### src/rtl/hdr_ser_pkg.sv
package hdr_ser_pkg;
  localparam int unsigned BYTE_W     = 8;
  localparam int unsigned ADDR_BYTES = 6;
  localparam int unsigned TYPE_BYTES = 2;

  // Number of header bytes for a given address and type size.
  function automatic int unsigned hdr_bytes(input int unsigned a, input int unsigned t);
    return 2 * a + t;
  endfunction

  // Wire slot of type byte j: the most significant byte goes first.
  function automatic int unsigned type_lane(input int unsigned j, input int unsigned t);
    return t - 1 - j;
  endfunction
endpackage

### src/rtl/hdr_ser_capture.sv
module hdr_ser_capture
  import hdr_ser_pkg::*;
#(
  parameter int unsigned A_BYTES = ADDR_BYTES,
  parameter int unsigned T_BYTES = TYPE_BYTES,
  parameter int unsigned W       = BYTE_W,
  localparam int unsigned NB     = 2 * A_BYTES + T_BYTES
) (
  input  logic                           clk,
  input  logic                           load,
  input  logic [A_BYTES-1:0][W-1:0]      dst,
  input  logic [A_BYTES-1:0][W-1:0]      src,
  input  logic [T_BYTES*W-1:0]           typ,
  output logic [NB-1:0][W-1:0]           frame_q
);
  // Byte k of this array is wire byte k.
  logic [NB-1:0][W-1:0] frame_d;

  for (genvar k = 0; k < A_BYTES; k++) begin : g_addr
    assign frame_d[k]           = dst[k];
    assign frame_d[A_BYTES + k] = src[k];
  end

  for (genvar j = 0; j < T_BYTES; j++) begin : g_type
    assign frame_d[2*A_BYTES + j] = typ[type_lane(j, T_BYTES)*W +: W];
  end

  always_ff @(posedge clk) begin
    if (load) frame_q <= frame_d;
  end
endmodule

### src/rtl/hdr_ser_sequencer.sv
module hdr_ser_sequencer #(
  parameter int unsigned NB = 14,
  parameter int unsigned W  = 8,
  localparam int unsigned BYW = $clog2(NB),
  localparam int unsigned BIW = $clog2(W)
) (
  input  logic           clk,
  input  logic           rst,
  input  logic           start,
  input  logic           ready_in,
  output logic           valid_q,
  output logic           done_q,
  output logic [BYW-1:0] byte_idx,
  output logic [BIW-1:0] bit_idx,
  output logic           load_evt,
  output logic           accept_evt,
  output logic           last_evt
);
  localparam logic [BYW-1:0] LAST_BYTE = BYW'(NB - 1);
  localparam logic [BIW-1:0] LAST_BIT  = BIW'(W - 1);

  function automatic logic at_end(input logic [BYW-1:0] by, input logic [BIW-1:0] bi);
    return (by == LAST_BYTE) && (bi == LAST_BIT);
  endfunction

  assign load_evt   = start && !valid_q;
  assign accept_evt = valid_q && ready_in;
  assign last_evt   = accept_evt && at_end(byte_idx, bit_idx);

  always_ff @(posedge clk) begin
    if (rst) begin
      valid_q  <= 1'b0;
      done_q   <= 1'b0;
      byte_idx <= '0;
      bit_idx  <= '0;
    end else begin
      done_q <= last_evt;
      if (load_evt) begin
        valid_q  <= 1'b1;
        byte_idx <= '0;
        bit_idx  <= '0;
      end else if (accept_evt) begin
        if (bit_idx == LAST_BIT) begin
          bit_idx <= '0;
          if (byte_idx == LAST_BYTE) begin
            byte_idx <= '0;
            valid_q  <= 1'b0;
          end else begin
            byte_idx <= byte_idx + 1'b1;
          end
        end else begin
          bit_idx <= bit_idx + 1'b1;
        end
      end
    end
  end
endmodule

### src/rtl/hdr_ser_bitpick.sv
module hdr_ser_bitpick #(
  parameter int unsigned NB = 14,
  parameter int unsigned W  = 8,
  localparam int unsigned BYW = $clog2(NB),
  localparam int unsigned BIW = $clog2(W)
) (
  input  logic [NB-1:0][W-1:0] frame,
  input  logic [BYW-1:0]       byte_idx,
  input  logic [BIW-1:0]       bit_idx,
  input  logic                 valid,
  output logic                 ser_bit,
  output logic                 first
);
  // Bit 0 of each byte goes first: the bit index picks the bit directly.
  always_comb begin
    ser_bit = valid ? frame[byte_idx][bit_idx] : 1'b0;
    first   = valid && (byte_idx == '0) && (bit_idx == '0);
  end
endmodule

### src/rtl/hdr_bit_serializer.sv
module hdr_bit_serializer
  import hdr_ser_pkg::*;
#(
  parameter int unsigned A_BYTES = ADDR_BYTES,
  parameter int unsigned T_BYTES = TYPE_BYTES,
  parameter int unsigned W       = BYTE_W,
  localparam int unsigned NB     = 2 * A_BYTES + T_BYTES,
  localparam int unsigned BYW    = $clog2(NB),
  localparam int unsigned BIW    = $clog2(W)
) (
  input  logic                      clk,
  input  logic                      rst,
  input  logic                      start,
  input  logic                      ready_in,
  input  logic [A_BYTES-1:0][W-1:0] dst_bytes,
  input  logic [A_BYTES-1:0][W-1:0] src_bytes,
  input  logic [T_BYTES*W-1:0]      type_val,
  output logic                      ser_bit,
  output logic                      bit_valid,
  output logic                      sof,
  output logic                      done
);
  logic [NB-1:0][W-1:0] frame_q;
  logic [BYW-1:0]       byte_idx;
  logic [BIW-1:0]       bit_idx;
  logic                 load_evt;
  logic                 accept_evt;
  logic                 last_evt;

  hdr_ser_capture #(.A_BYTES(A_BYTES), .T_BYTES(T_BYTES), .W(W)) u_cap (
    .clk     (clk),
    .load    (load_evt),
    .dst     (dst_bytes),
    .src     (src_bytes),
    .typ     (type_val),
    .frame_q (frame_q)
  );

  hdr_ser_sequencer #(.NB(NB), .W(W)) u_seq (
    .clk        (clk),
    .rst        (rst),
    .start      (start),
    .ready_in   (ready_in),
    .valid_q    (bit_valid),
    .done_q     (done),
    .byte_idx   (byte_idx),
    .bit_idx    (bit_idx),
    .load_evt   (load_evt),
    .accept_evt (accept_evt),
    .last_evt   (last_evt)
  );

  hdr_ser_bitpick #(.NB(NB), .W(W)) u_pick (
    .frame    (frame_q),
    .byte_idx (byte_idx),
    .bit_idx  (bit_idx),
    .valid    (bit_valid),
    .ser_bit  (ser_bit),
    .first    (sof)
  );
endmodule

### config.mk
export PLATFORM = sky130hd
export DESIGN_NAME = hdr_bit_serializer
export DESIGN_NICKNAME = d
export VERILOG_FILES = /design/src/rtl/hdr_ser_pkg.sv /design/src/rtl/hdr_ser_capture.sv /design/src/rtl/hdr_ser_sequencer.sv /design/src/rtl/hdr_ser_bitpick.sv /design/src/rtl/hdr_bit_serializer.sv
export SDC_FILE = /design/constraint.sdc
export NUM_CORES = 1
export LEC_CHECK = 0
export CAP_MARGIN = 10
export CORE_MARGIN = 4
export CORE_UTILIZATION = 44
export DETAILED_ROUTE_END_ITERATION = 8
export GPL_ROUTABILITY_DRIVEN = 0
export PLACE_DENSITY_LB_ADDON = 0.25
export REMOVE_ABC_BUFFERS = 1
export SETUP_SLACK_MARGIN = 0.5
export SLEW_MARGIN = 5
export SYNTH_ARGS = -nofsm -noshare
export SYNTH_HDL_FRONTEND = slang
export SYNTH_SLANG_ARGS = --single-unit
### constraint.sdc
create_clock -name clk -period 5.9 [get_ports clk]
set_input_delay 0.59 -clock clk [delete_from_list [all_inputs] [get_ports clk]]
set_output_delay 0.59 -clock clk [all_outputs]
set_load 0.01 [all_outputs]
==> impl_metrics.env, run 1 <==
export IMPL_status="complete, no violations"
export IMPL_min_period_ps=4130
export IMPL_num_antenna_cells=0
export IMPL_crit_start="u_seq.byte_idx[1]"
export IMPL_worstPathCellList="mux4_1 > mux4_1 > nor2_1 > or4_1 > a32oi_1 > clkdlybuf4s50_1"
export IMPL_synth_async_reset_ratio_pct=0
export IMPL_min_period_over_period_pct=70.0
export IMPL_min_from="u_seq.bit_idx[2]"
export IMPL_tns_ps=0
export IMPL_post_dp_hpwl_um=6700
export IMPL_p_leak_nw=2.20
export IMPL_clkSinkCount=121
export IMPL_synth_warnings=0
export IMPL_syn_inst=263
export IMPL_drt_pass1_iter_count=4
export IMPL_finalSetupViolCount=0
export IMPL_finalWorstSetupSlack_ps=1770
export IMPL_drt_iter0_drc=163
export IMPL_wl_um=9970
export IMPL_synth_common_cells="edfxtp_1 (112), mux2i_1 (17), mux4_2 (15), nor2_1 (11), dfxtp_1 (9)"
export IMPL_routed_via_density=5.33
export IMPL_cts_made_buffers=17
export IMPL_fillers=775
export IMPL_r2r_start="u_seq.byte_idx[0]"
export IMPL_vias=2858
export IMPL_die_area_um2=12700
export IMPL_cts_setup_buffers=0
export IMPL_fmax_mhz=242
export IMPL_drv_slew=0
export IMPL_io_buffer_count=119
export IMPL_regArea_um2=3550
export IMPL_hold_viol=0
export IMPL_grt_max_degree=68
export IMPL_worstSetupStartpointType="flop"
export IMPL_htreeDepth=4
export IMPL_cpPeakStageDelay_ps=990
export IMPL_cts_tree="built"
export IMPL_crit_top_cell="mux4_1"
export IMPL_maxSlewHeadroom_pct=32.9
export IMPL_synth_most_common_cell="edfxtp_1"
export IMPL_antenna_left=0
export IMPL_place_ws_ps=2260
export IMPL_fin_skew_ps=6.76
export IMPL_p_per_area_nw_per_um2=316
export IMPL_synth_edf_count=112
export IMPL_crit_arrival_ps=3540
export IMPL_ios=120
export IMPL_clockBufferDepth=2
export IMPL_worstSetupPathType="flop to output port"
export IMPL_cts_resized=0
export IMPL_avgSynthCellArea_um2=18.3
export IMPL_ir_drop_mv=0.263
export IMPL_wl_per_cell_um=18.6
export IMPL_drive_gt1_share_pct=12.5
export IMPL_synth_top_cell_area_share_pct=70.0
export IMPL_initial_core_util_pct=45.9
export IMPL_hp_class="flop to flop"
export IMPL_grt_overflow_total=0
export IMPL_critPathRequiredTime_ps=5310
export IMPL_antenna_found_initial=0
export IMPL_nets=508
export IMPL_synth_flop_cell="edfxtp_1"
export IMPL_cts_hold_buffers=0
export IMPL_grt_usage_pct=16.2
export IMPL_yosysSeqAreaShare_pct=73.7
export IMPL_worst_pin_slew_ps=1010
export IMPL_multiInputGateArea_um2=1170
export IMPL_die_w_um=113
export IMPL_yosys_area_top_type="edfxtp_1"
export IMPL_endpoint_kind="output port"
export IMPL_cp_max_fo=40
export IMPL_area_delta_synth_final_pct=39.2
export IMPL_slowest_stage="dfxtp_2"
export IMPL_core_um2=10500
export IMPL_ys_types=39
export IMPL_clk_pin_slew_ps=60
export IMPL_grt_pass1_vias=3011
export IMPL_holdPathStages=2
export IMPL_cap_viol_max_count=0
export IMPL_synth_ff_latch_count=121
export IMPL_grt_pass1_wl_um=15400
export IMPL_rsz0062_at_grt="false"
export IMPL_cts_root_buf="clkbuf_8"
export IMPL_syn_area_um2=4810
export IMPL_r2r_cells=4
export IMPL_yosys_top_cells_area="edfxtp_1 (70%), mux4_2 (7.0%), dfxtp_1 (3.7%), mux2i_1 (3.5%), mux4_1 (2.7%)"
export IMPL_worstSkewPairLatency_ps=520
export IMPL_std_cell_rows=37
export IMPL_drc=0
export IMPL_die_h_um=113
==> cell families (layout without fill, tap and decap cells) <==
logic type	count (synthesis)	in the layout	synth area share (%)
mux	38	38	13.5
fa+ha+maj	3	3	0.781
buf+inv	19	156	2.00
compound gates	35	35	4.84
xor+xnor	1	1	0.182
simple gates	46	46	4.95
flops	121	121	73.7
==> critical path: cells and delay by family (launching register included) <==
family,cells,cell delay [ps]
and+or+nand+nor,2,560
buffers and inverters,1,580
DFF,1,990
AOI/OAI and AO/OA,1,220
muxes,2,650
==> routing by layer <==
layer,vias up,global-route usage (%),part of all wire [%]
met4,0,6.49,1.8
met3,14,6.25,7.1
met2,114,25.5,50
li1,1325,-,-
met5,-,0,0
met1,1405,20.3,42
==> power by group <==
group	total (mW)	internal, mW	switching, mW
Sequential	1.00	0.991	0.0135
Combinational	0.135	0.0890	0.0463
Clock	0.972	0.628	0.344
Total	2.11	1.71	0.404
==> final timing paths <==
kind                  endpoint  slack [ps]
max                    ser_bit        1770
min           u_seq.bit_idx[2]         540
max reg2reg  u_seq.byte_idx[3]        3820
min reg2reg   u_seq.bit_idx[2]         540
==> stage by stage <==
stage                     cell area (um^2)  cells  util, %  hold WS, ps  total power [mW]
final                                 6690    536     64.0          535              2.11
after global routing                  6690    536     64.0          564              2.18
after CTS                             6670    535     63.8          525              2.13
after detailed placement              6120    505     58.5          518              1.16
after global placement                6120    505     58.5          513              1.15
after floorplan                       4730    249        -          473              1.06
==> state kept, by name (all words and copies together), names as in the netlist <==
signal / flops
u_seq.bit_idx: 3
u_cap.frame_q: 112
u_seq.byte_idx: 4
u_seq.valid_q: 1
u_seq.done_q: 1
==> cells in the final DEF, fill, tap and decap left out, types with 2 or more instances in the layout <==
master / netlist / layout
clkbuf_16: 0 / 16
bufinv_16: 0 / 3
o2111ai_1: 2 / 2
mux4_1: 5 / 5
inv_1: 4 / 4
mux4_2: 15 / 15
nand3b_1: 5 / 5
clkinv_2: 0 / 5
nor2b_1: 4 / 3
nand3_1: 5 / 5
dfxtp_1: 9 / 7
mux2i_1: 17 / 17
o21ai_0: 8 / 8
clkdlybuf4s50_1: 0 / 119
nand2b_1: 3 / 3
or2_2: 3 / 3
o22ai_1: 6 / 6
a211oi_1: 2 / 2
nor2_1: 11 / 11
o22a_1: 2 / 2
dfxtp_2: 0 / 2
nand2_1: 7 / 7
buf_12: 0 / 2
a21oi_1: 6 / 6
nor3_1: 5 / 5
edfxtp_1: 112 / 112
clkinv_1: 1 / 4
ha_1: 3 / 3
a311oi_1: 3 / 3
==> layout make-up <==
| class | count | share of cell area, % |
|---|---|---|
| clock buffer | 18 | 6.24 |
| clock inverter | 12 | 2.00 |
| inverter | 5 | 0.280 |
| multi-input combinational | 123 | 17.6 |
| sequential | 121 | 53.0 |
| tap | 136 | 2.54 |
| timing repair buffer | 121 | 18.4 |
Power figures use the tool's default switching activity.
==> inputs of run 2 (changes only) <==
--- a/config.mk
+++ b/config.mk
@@ -7,7 +7,7 @@
 export LEC_CHECK = 0
 export CAP_MARGIN = 10
 export CORE_MARGIN = 4
-export CORE_UTILIZATION = 44
+export CORE_UTILIZATION = 49
 export DETAILED_ROUTE_END_ITERATION = 8
 export GPL_ROUTABILITY_DRIVEN = 0
 export PLACE_DENSITY_LB_ADDON = 0.25
==> constraint.sdc (replaced) <==
create_clock -name clk -period 4.28 [get_ports clk]
set_input_delay 0.428 -clock clk [delete_from_list [all_inputs] [get_ports clk]]
set_output_delay 0.428 -clock clk [all_outputs]
set_load 0.01 [all_outputs]
==> impl_metrics.env, run 2 (synthesis gave the netlist of run 1 again) <==
export IMPL_status="complete, no violations"
export IMPL_crit_arrival_ps=3000
export IMPL_finalSetupViolCount=0
export IMPL_clockBufferDepth=2
export IMPL_io_buffer_count=119
export IMPL_die_area_um2=11500
export IMPL_ios=120
export IMPL_critPathRequiredTime_ps=3850
export IMPL_die_h_um=107
export IMPL_routed_via_density=5.34
export IMPL_cts_setup_buffers=0
export IMPL_drt_iter0_drc=148
export IMPL_post_dp_hpwl_um=7030
export IMPL_tns_ps=0
export IMPL_fillers=608
export IMPL_worstSetupPathType="flop to output port"
export IMPL_fmax_mhz=291
export IMPL_worstSetupStartpointType="flop"
export IMPL_clkSinkCount=121
export IMPL_drt_pass1_iter_count=4
export IMPL_layout_commonest_cell="clkdlybuf4s50_1"
export IMPL_wl_um=9890
export IMPL_p_leak_nw=2.19
export IMPL_hp_class="primary input to flop"
export IMPL_clk_pin_slew_ps=60
export IMPL_cap_viol_max_count=0
export IMPL_drive_gt1_share_pct=14.4
export IMPL_std_cell_rows=35
export IMPL_core_um2=9420
export IMPL_nets=510
export IMPL_wl_per_cell_um=18.6
export IMPL_drv_slew=0
export IMPL_die_w_um=107
export IMPL_area_delta_synth_final_pct=38.8
export IMPL_ir_drop_mv=0.273
export IMPL_grt_overflow_total=0
export IMPL_drc=0
export IMPL_regArea_um2=3550
export IMPL_min_period_ps=3430
export IMPL_htreeDepth=4
export IMPL_power_mw=2.84
export IMPL_rsz0062_at_grt="false"
export IMPL_multiInputGateArea_um2=1170
export IMPL_cts_tree="built"
export IMPL_maxSlewHeadroom_pct=51.2
export IMPL_min_period_over_period_pct=80.2
export IMPL_worst_pin_slew_ps=732
export IMPL_hold_viol=0
export IMPL_fin_skew_ps=6.40
export IMPL_reg_top3="u_cap.frame_q (112), u_seq.byte_idx (4), u_seq.bit_idx (3)"
export IMPL_cts_root_buf="clkbuf_8"
export IMPL_worstSkewPairLatency_ps=510
export IMPL_antenna_left=0
export IMPL_grt_max_degree=61
export IMPL_top_register="u_cap.frame_q"
export IMPL_initial_core_util_pct=51.1
export IMPL_cp_max_fo=16
export IMPL_endpoint_kind="output port"
export IMPL_grt_pass1_wl_um=15200
export IMPL_timing_hold_ws_ps=471
export IMPL_cts_made_buffers=17
export IMPL_vias=2847
export IMPL_grt_usage_pct=18.0
export IMPL_grt_pass1_vias=3005
export IMPL_final_cell_mix="clkdlybuf4s50_1 (119), edfxtp_1 (112), mux2i_1 (17), clkbuf_16 (16), mux4_2 (15)"
export IMPL_cts_hold_buffers=0
export IMPL_largest_register_ff_count=112
export IMPL_num_antenna_cells=0
export IMPL_antenna_found_initial=0
export IMPL_p_per_area_nw_per_um2=425
[run 2: stage by stage]
step / setup WS (ps) / area, um^2 / instances / util (%)
2_1_floorplan: -2030 / 4730 / 249 / -
6_report: 848 / 6670 / 533 / 70.9
4_1_cts: 541 / 6660 / 533 / 70.8
5_1_grt: 658 / 6670 / 533 / 70.9
3_5_place_dp: 1090 / 6120 / 501 / 65.0
3_3_place_gp: 1140 / 6120 / 501 / 65.0
[run 2: path summary, 6_finish.rpt]
check,endpoint,cells past startpoint,slack (ps),startpoint
worst max-delay path,ser_bit,6,850,u_seq.byte_idx[2]
worst min-delay path,u_cap.frame_q[25],1,470,dst_bytes[25]
worst max register to register,u_seq.valid_q,7,2450,u_seq.bit_idx[0]
worst min register to register,u_seq.bit_idx[2],2,550,u_seq.bit_idx[2]
[run 2: power breakdown]
part           leakage (nW)  internal (mW)  switching, mW
sequential             1.14           1.37         0.0205
clock                 0.260          0.767          0.505
combinational         0.794          0.119         0.0613
[run 2: critical path: stages, from the launching register on]
cell	delay, ps
dfxtp_1	640
mux4_1	270
mux4_1	240
nor2_1	40
or4_1	520
a32oi_1	210
clkdlybuf4s50_1	580
[run 2: metal layers]
metal | vias up | part of all wire (%) | global-route usage, %
li1 | 1327 | - | -
met1 | 1406 | 41 | 22.2
met2 | 107 | 51 | 29.3
met3 | 7 | 6.8 | 6.62
met4 | 0 | 0.95 | 6.21
met5 | - | 0 | 0
[run 2: what timing repair did]
item,in CTS,in global routing
hold endpoints to repair,0,0
gates resized for setup,0,4
endpoints found under the setup margin,0,1
[run 2: final cells by class]
type                       count  area share (%)
inverter                       5           0.337
tap                          129            2.42
sequential                   121            53.2
timing repair buffer         123            18.3
clock inverter                15            1.91
multi-input combinational    123            17.6
clock buffer                  17            6.21
==> inputs of run 3 (changes only) <==
==> constraint.sdc (replaced) <==
create_clock -name clk -period 3.3 [get_ports clk]
set_input_delay 0.33 -clock clk [delete_from_list [all_inputs] [get_ports clk]]
set_output_delay 0.33 -clock clk [all_outputs]
set_load 0.01 [all_outputs]
==> impl_metrics.env, run 3 (synthesis gave the netlist of run 1 again) <==
export IMPL_grt_usage_pct=18.9
export IMPL_top_register="u_cap.frame_q"
export IMPL_grt_pass1_vias=3101
export IMPL_hold_viol=0
export IMPL_nets=525
export IMPL_crit_arrival_ps=2450
export IMPL_cap_viol_max_count=0
export IMPL_num_antenna_cells=0
export IMPL_antenna_found_initial=0
export IMPL_hp_class="primary input to flop"
export IMPL_post_dp_hpwl_um=7140
export IMPL_cts_hold_buffers=0
export IMPL_min_period_over_period_pct=84.2
export IMPL_grt_pass1_wl_um=16000
export IMPL_std_cell_rows=35
export IMPL_clk_pin_slew_ps=60
export IMPL_routed_via_density=5.49
export IMPL_ir_drop_mv=0.412
export IMPL_timing_hold_ws_ps=367
export IMPL_dp_cells=504
export IMPL_initial_core_util_pct=51.1
export IMPL_vias=3010
export IMPL_ios=120
export IMPL_area_delta_synth_final_pct=44.0
export IMPL_rsz0062_at_grt="true"
export IMPL_cts_tree="built"
export IMPL_largest_register_ff_count=112
export IMPL_drive_gt1_share_pct=21.2
export IMPL_drv_slew=0
export IMPL_worstSkewPairLatency_ps=510
export IMPL_reg_top3="u_cap.frame_q (112), u_seq.byte_idx (4), u_seq.bit_idx (3)"
export IMPL_critPathRequiredTime_ps=2970
export IMPL_core_um2=9420
export IMPL_fmax_mhz=360
export IMPL_clockBufferDepth=2
export IMPL_htreeDepth=4
export IMPL_grt_max_degree=114
export IMPL_drc=0
export IMPL_grt_overflow_total=0
export IMPL_final_cell_mix="clkdlybuf4s50_1 (118), edfxtp_1 (112), mux4_2 (20), clkbuf_16 (17), mux2i_1 (16)"
export IMPL_io_buffer_count=119
export IMPL_cts_made_buffers=17
export IMPL_layout_commonest_cell="clkdlybuf4s50_1"
export IMPL_worst_pin_slew_ps=575
export IMPL_worstSetupStartpointType="flop"
export IMPL_fin_skew_ps=8.00
export IMPL_antenna_left=0
export IMPL_finalSetupViolCount=0
export IMPL_p_per_area_nw_per_um2=548
export IMPL_die_w_um=107
export IMPL_p_leak_nw=2.29
export IMPL_endpoint_kind="output port"
export IMPL_final_cells=548
export IMPL_cp_max_fo=7
export IMPL_cts_root_buf="clkbuf_8"
export IMPL_maxSlewHeadroom_pct=61.7
export IMPL_die_h_um=107
export IMPL_fillers=598
export IMPL_status="complete, no violations"
export IMPL_wl_um=10600
export IMPL_drt_iter0_drc=233
export IMPL_wl_per_cell_um=19.4
export IMPL_drt_pass1_iter_count=5
export IMPL_die_area_um2=11500
export IMPL_worstSetupPathType="flop to output port"
export IMPL_clkSinkCount=121
export IMPL_min_period_ps=2780
export IMPL_power_mw=3.79
run 3: path summary, 6_finish.rpt:
kind	start	end	slack, ps	depth (start not counted)
setup / recovery	u_seq.byte_idx[1]	ser_bit	520	6
hold / removal	src_bytes[44]	u_cap.frame_q[92]	370	1
setup reg to reg	u_seq.bit_idx[1]	u_seq.byte_idx[3]	1450	6
hold reg to reg	u_seq.bit_idx[1]	u_seq.bit_idx[1]	570	2
run 3: report_power, final:
group          internal (mW)  total (mW)  leakage [nW]  switching (mW)
registers               1.77        1.80          1.14          0.0277
clock network           1.08        1.76         0.270           0.674
logic                  0.158       0.242         0.882          0.0834
run 3: routing by layer:
metal / track usage (%) / wire length [um] / vias up
met1: 23.8 / 4180 / 1471
met2: 30.1 / 5310 / 170
met4: 6.85 / 174 / 0
met5: 0 / 0 / -
met3: 7.04 / 960 / 20
li1: - / - / 1349
run 3: worst max-delay path: stages (launching register included):
cell and delay [ps]:
dfxtp_4 380, mux4_2 340, mux4_2 240, nor2_2 40
or4_4 530, a32oi_2 220, buf_2 170
run 3: metrics by stage:
step / area [um^2] / worst slack, ps / util (%) / TNS, ps
final: 6920 / 521 / 73.5 / 0
after global routing: 6920 / 434 / 73.5 / 0
after CTS: 6800 / 504 / 72.2 / 0
after detailed placement: 6160 / 258 / 65.4 / 0
after global placement: 6160 / 329 / 65.4 / 0
after floorplan: 4730 / -3010 / - / -320240
run 3: layout make-up:
type	count	area [um^2]	area share (%)
timing repair buffer	138	1400	20.3
multi-input combinational	123	1210	17.5
clock buffer	19	422	6.09
clock inverter	13	145	2.10
tap	129	161	2.33
inverter	5	18.8	0.271
sequential	121	3560	51.4
run 3: timing repair:
action,CTS,global route
pin swaps,2,7
buffers inserted,4,7
gates cloned,0,1
resized for setup,19,14
setup endpoints to repair,1,1
